<file path="src/rtl/uftx_pkg.sv">
package uftx_pkg;

  typedef enum logic [2:0] {
    FR_IDLE,
    FR_START,
    FR_DATA,
    FR_PAR,
    FR_STOP
  } fr_state_t;

  typedef struct packed {
    logic [1:0] len_code;
    logic       par_en;
    logic       par_odd;
    logic       two_stop;
    logic       msb_first;
  } fr_cfg_t;

  localparam int unsigned LEN_BASE = 5;

endpackage

</file>
<file path="src/rtl/uftx_holdbuf.sv">
module uftx_holdbuf #(
  parameter int unsigned DW = 8
) (
  input  logic          clk,
  input  logic          clr,
  input  logic          wr_en,
  input  logic [DW-1:0] wr_data,
  input  logic          take,
  output logic          full,
  output logic [DW-1:0] data_q
);

  always_ff @(posedge clk) begin
    if (clr) begin
      full   <= 1'b0;
      data_q <= '0;
    end else if (take) begin
      full <= 1'b0;
    end else if (wr_en && !full) begin
      full   <= 1'b1;
      data_q <= wr_data;
    end
  end

endmodule

</file>
<file path="src/rtl/uftx_framer.sv">
module uftx_framer
  import uftx_pkg::*;
#(
  parameter int unsigned DW = 8
) (
  input  logic          clk,
  input  logic          clr,
  input  logic          tick,
  input  fr_cfg_t       cfg,
  input  logic          buf_full,
  input  logic [DW-1:0] buf_data,
  output logic          take,
  output logic          line,
  output logic          busy
);

  localparam int unsigned CNT_W = $clog2(DW);
  localparam int unsigned NB_W  = $clog2(DW + 1);

  fr_state_t        st_q;
  logic [DW-1:0]    sh_q;
  logic [CNT_W-1:0] cnt_q;
  logic [NB_W-1:0]  nbits_q;
  logic             msb_q, par_en_q, two_q, par_q, second_q;
  logic [NB_W-1:0]  nbits_new;
  logic [DW-1:0]    mask_new;
  logic             last_stop, last_data;

  function automatic logic [DW-1:0] mask_for(input logic [NB_W-1:0] nb);
    logic [DW-1:0] m;
    for (int i = 0; i < DW; i++) m[i] = (NB_W'(i) < nb);
    return m;
  endfunction

  function automatic logic bit_at(input logic [DW-1:0] sh, input logic msb,
                                  input logic [NB_W-1:0] nb,
                                  input logic [CNT_W-1:0] k);
    logic [NB_W-1:0] t;
    t = msb ? (nb - NB_W'(1) - NB_W'(k)) : NB_W'(k);
    return sh[t[CNT_W-1:0]];
  endfunction

  assign nbits_new = NB_W'(cfg.len_code) + NB_W'(LEN_BASE);
  assign mask_new  = mask_for(nbits_new);
  assign last_stop = !(two_q && !second_q);
  assign last_data = (NB_W'(cnt_q) == nbits_q - NB_W'(1));
  assign take      = tick && buf_full &&
                     ((st_q == FR_IDLE) || ((st_q == FR_STOP) && last_stop));
  assign busy      = (st_q != FR_IDLE);

  always_ff @(posedge clk) begin
    if (clr) begin
      st_q     <= FR_IDLE;
      line     <= 1'b1;
      sh_q     <= '0;
      cnt_q    <= '0;
      nbits_q  <= NB_W'(DW);
      msb_q    <= 1'b0;
      par_en_q <= 1'b0;
      two_q    <= 1'b0;
      par_q    <= 1'b0;
      second_q <= 1'b0;
    end else if (take) begin
      st_q     <= FR_START;
      line     <= 1'b0;
      sh_q     <= buf_data & mask_new;
      nbits_q  <= nbits_new;
      msb_q    <= cfg.msb_first;
      par_en_q <= cfg.par_en;
      two_q    <= cfg.two_stop;
      par_q    <= (^(buf_data & mask_new)) ^ cfg.par_odd;
      cnt_q    <= '0;
    end else if (tick) begin
      case (st_q)
        FR_START: begin
          st_q  <= FR_DATA;
          cnt_q <= '0;
          line  <= bit_at(sh_q, msb_q, nbits_q, '0);
        end
        FR_DATA: begin
          if (last_data) begin
            second_q <= 1'b0;
            if (par_en_q) begin
              st_q <= FR_PAR;
              line <= par_q;
            end else begin
              st_q <= FR_STOP;
              line <= 1'b1;
            end
          end else begin
            cnt_q <= cnt_q + 1'b1;
            line  <= bit_at(sh_q, msb_q, nbits_q, cnt_q + 1'b1);
          end
        end
        FR_PAR: begin
          st_q     <= FR_STOP;
          line     <= 1'b1;
          second_q <= 1'b0;
        end
        FR_STOP: begin
          if (!last_stop) begin
            second_q <= 1'b1;
          end else begin
            st_q <= FR_IDLE;
            line <= 1'b1;
          end
        end
        default: begin
          st_q <= FR_IDLE;
          line <= 1'b1;
        end
      endcase
    end
  end

endmodule

</file>
<file path="src/rtl/uftx_lineout.sv">
module uftx_lineout (
  input  logic clk,
  input  logic clr,
  input  logic line,
  input  logic invert,
  input  logic take,
  output logic txd,
  output logic irq
);

  always_ff @(posedge clk) begin
    if (clr) begin
      txd <= ~invert;
      irq <= 1'b0;
    end else begin
      txd <= line ^ invert;
      irq <= take;
    end
  end

endmodule

</file>
<file path="src/rtl/uart_frame_tx.sv">
module uart_frame_tx
  import uftx_pkg::*;
#(
  parameter int unsigned DW = 8
) (
  input  logic          clk,
  input  logic          rst,
  input  logic          dis_a,
  input  logic          dis_b,
  input  logic          bit_tick,
  input  logic [1:0]    cfg_len,
  input  logic          cfg_par_en,
  input  logic          cfg_par_odd,
  input  logic          cfg_two_stop,
  input  logic          cfg_invert,
  input  logic          cfg_msb_first,
  input  logic          wr_en,
  input  logic [DW-1:0] wr_data,
  output logic          txd,
  output logic          buf_full,
  output logic          shifting,
  output logic          tx_irq
);

  logic          clr;
  logic          take;
  logic          line;
  logic [DW-1:0] buf_word;
  fr_cfg_t       cfg;

  assign clr = rst | (dis_a & dis_b);
  assign cfg = '{len_code: cfg_len, par_en: cfg_par_en, par_odd: cfg_par_odd,
                 two_stop: cfg_two_stop, msb_first: cfg_msb_first};

  uftx_holdbuf #(.DW(DW)) u_buf (
    .clk(clk), .clr(clr), .wr_en(wr_en), .wr_data(wr_data),
    .take(take), .full(buf_full), .data_q(buf_word)
  );

  uftx_framer #(.DW(DW)) u_framer (
    .clk(clk), .clr(clr), .tick(bit_tick), .cfg(cfg),
    .buf_full(buf_full), .buf_data(buf_word),
    .take(take), .line(line), .busy(shifting)
  );

  uftx_lineout u_out (
    .clk(clk), .clr(clr), .line(line), .invert(cfg_invert),
    .take(take), .txd(txd), .irq(tx_irq)
  );

endmodule

</file>
<file path="config.mk">
export PLATFORM = sky130hd
export DESIGN_NAME = uart_frame_tx
export DESIGN_NICKNAME = d
export VERILOG_FILES = /design/src/rtl/uftx_pkg.sv /design/src/rtl/uftx_holdbuf.sv /design/src/rtl/uftx_framer.sv /design/src/rtl/uftx_lineout.sv /design/src/rtl/uart_frame_tx.sv
export SDC_FILE = /design/constraint.sdc
export NUM_CORES = 1
export LEC_CHECK = 0
export BUFFER_PORTS_ARGS = -buffer_cell sky130_fd_sc_hd__buf_2
export CAP_MARGIN = 20
export CORE_MARGIN = 3
export CORE_UTILIZATION = 57
export CTS_CLUSTER_SIZE = 40
export DETAILED_ROUTE_END_ITERATION = 6
export PLACE_DENSITY = 0.76
export RECOVER_POWER = 50
export SLEW_MARGIN = 20
export SYNTH_ARGS = -nofsm -noshare
export SYNTH_HDL_FRONTEND = slang
export SYNTH_SLANG_ARGS = --single-unit
</file>
<file path="constraint.sdc">
create_clock -name clk -period 2.3 [get_ports clk]
set_input_delay 0.23 -clock clk [delete_from_list [all_inputs] [get_ports clk]]
set_output_delay 0.23 -clock clk [all_outputs]
set_load 0.1 [all_outputs]
</file>
==> flow_summary.yaml <==
status:
  run_status: "completed"
die:
  die_x_um: 64.7
  die_area_mm2: 0.00418
  ios: 25
  die_y_um: 64.7
  coreArea_mm2: 0.00318
  rows: 20
  floorplan.initialDensity_pct: 61.7
timing:
  tightest_slew_ns: 1.17
  fin_skew_ns: 0.00651
  slew_headroom_pct: 22.6
  drv_slew: 0
  fin_tns_setup_ns: 0
  max_clock_freq_mhz: 473
  rsz0062_at_grt: "false"
  hold_viol_final: 0
  fin_crit_sh_pct: 92.0
  setup_violations: 0
  finalCriticalPeriod_ns: 2.12
synth:
  syn_avg_cell_area_um2: 8.60
  syn_area_mm2: 0.00196
  synth_enable_flop_cells: 0
  synth_ff_type: "dfxtp_1"
  synth_xor_area_share_pct: 6.13
  synth_compound_area_share_pct: 15.1
  synth_cells: 228
  ys_seq_area_share_pct: 35.7
  yosys_register_bits: 35
  muxShareOfSynthArea_pct: 11.2
  syn_nets: 256
  synth-simple-area-share_pct: 21.8
  synthDistinctLibCells: 47
  synth_fa_ha_area_share_pct: 4.85
  synth_top_family_by_area: "simple AND/OR/NAND/NOR gates"
  yosysWarnings: 0
  synthArstFlopShare_pct: 0
detailed_routing:
  first_iter_violations: 116
  vias_per_cell: 5.47
  drtPass1Iterations: 5
  post_drt_wl_per_cell_um: 13.4
  route.detailed.drc: 0
  finalWirelength_mm: 4.01
  ant_nets: 0
  dr_total_vias: 1640
clock_tree:
  cts.clk_slew.worst_paths_ns: 0.11
  cts_made_buffers: 5
  clockRootBuffer: "clkbuf_4"
  clockBufferDepth: 2
  clock_insertion_delay_worst_skew_ns: 0.34
  cts.hold.buffers_added: 0
  clock-sinks: 35
  cts_resized: 0
  cts_setup_buffers: 0
  cts_tree: "built"
  cts_htree_levels: 2
grt:
  grt_usage_pct: 21.8
  gr-usage-met1_pct: 26.2
  grt_overflow: 0
  grt-busiest-layer: "met2"
  grt_max_degree: 24
  grt_pass1_vias: 1620
  grt_use_met2_pct: 37.6
  grt_pass1_wl_mm: 7.13
  antenna_found_initial: 0
  grt_util_met3_pct: 5.20
setup_path:
  critPathArrivalTime_ns: 2.36
  critPathKind: "register to register"
  crit_required_ns: 2.54
  critPathMaxFanout: 17
  start_kind: "register"
  cp-end-kind: "register"
min_path:
  hold_path_class: "primary input to register"
pwr:
  ir_worst_vdd_mv: 0.420
  fin_total_pwr_mw: 1.31
  p_leak_nw: 0.873
  power_density_mw_per_mm2: 595
placed_design:
  post-dp-hpwl_mm: 2.94
  portBuffers: 24
  gp_congestion: 0.858
final_layout:
  syn2layout_area_growth_pct: 12.6
  antenna_cells: 0
  nFillCells: 279
  final_common_cell: "dfxtp_1"
  drive_gt1_share_pct: 16.4
  fin_nets: 283
  mostFrequentLayoutCells: "dfxtp_1, nand2_1, mux2i_1"
run:
  cap_violations: 0
[state kept, by name (all words and copies together) (netlist names), 3 cells and up]
name,flops
u_framer.cnt_q,3
u_buf.data_q,8
u_framer.st_q,3
u_framer.nbits_q,4
u_framer.sh_q,8
[synthesized netlist by cell type (all sizes together) (4+ instances only)]
| library cell | n | area share (%) |
|---|---|---|
| buf | 5 | 1.9 |
| nand2 | 33 | 6.7 |
| o21ai | 4 | 1.0 |
| mux2i | 22 | 11 |
| clkbuf | 7 | 1.3 |
| xnor2 | 9 | 4.0 |
| nand2b | 7 | 2.2 |
| dfxtp | 35 | 36 |
| ha | 6 | 3.8 |
| inv | 10 | 1.9 |
| nand3 | 6 | 1.5 |
| a21oi | 21 | 5.6 |
| nor2 | 19 | 3.6 |
[cell type report]
cell class              count  area [um^2]  area share [%]
multi-input cells         171         1150            52.3
clock buffers               6         51.3            2.32
inverters                  10         37.5            1.70
well taps                  44         55.1            2.49
clock inverters             2         35.0            1.59
flip-flops and latches     35          701            31.7
repair buffers             32          173            7.82
[worst max-delay path, cell delays in order (launching register included)]
cell,delay [ns]
dfxtp_1,0.39
and3b_1,0.29
or4_1,0.82
nand2_4,0.23
a211oi_1,0.07
a31o_2,0.21
[metrics by stage]
stage / cell area (um^2) / worst slack (ns) / hold WS [ns] / util (%) / std cells
5_1_grt: 2210 / 0.0590 / 0.0952 / 69.4 / 300
4_1_cts: 2220 / 0.209 / 0.0783 / 69.8 / 300
3_3_place_gp: 2130 / 0.312 / 0.431 / 67.1 / 292
3_5_place_dp: 2130 / 0.233 / 0.450 / 67.1 / 292
2_1_floorplan: 1960 / 0.0193 / 0.326 / - / 228
6_report: 2210 / 0.184 / 0.0843 / 69.4 / 300
[power breakdown]
| group | internal [mW] | total, mW | switching (mW) |
|---|---|---|---|
| Clock | 0.257 | 0.468 | 0.211 |
| Sequential | 0.624 | 0.641 | 0.0171 |
| Combinational | 0.0817 | 0.205 | 0.123 |
[logic make-up after synthesis]
| family | count (synthesis) |
|---|---|
| buffers and inverters | 22 |
| xor gates and xnor gates | 12 |
| muxes | 22 |
| adders and majority gates | 7 |
| and+or+nand+nor | 84 |
| AOI/OAI and AO/OA | 46 |
| DFF | 35 |
[routing by layer]
layer,vias up,share of wire (%)
met2,34,48
met3,6,4.2
li1,852,-
met1,748,46
met4,0,1.5
met5,-,0
[final timing paths]
check	start	depth (start not counted)	slack (ns)	endpoint
setup / recovery	u_framer.st_q[2]$_SDFFE_PP0P_	5	0.18	u_framer.cnt_q[2]$_SDFFE_PP0P_
hold reg to reg	u_framer.par_q$_SDFFE_PP0P_	2	0.47	u_framer.par_q$_SDFFE_PP0P_
setup reg to reg	u_framer.st_q[2]$_SDFFE_PP0P_	5	0.18	u_framer.cnt_q[2]$_SDFFE_PP0P_
hold / removal	cfg_invert	2	0.08	u_out.txd$_DFF_P_
Note: power is estimated with default switching activity, not from simulation.
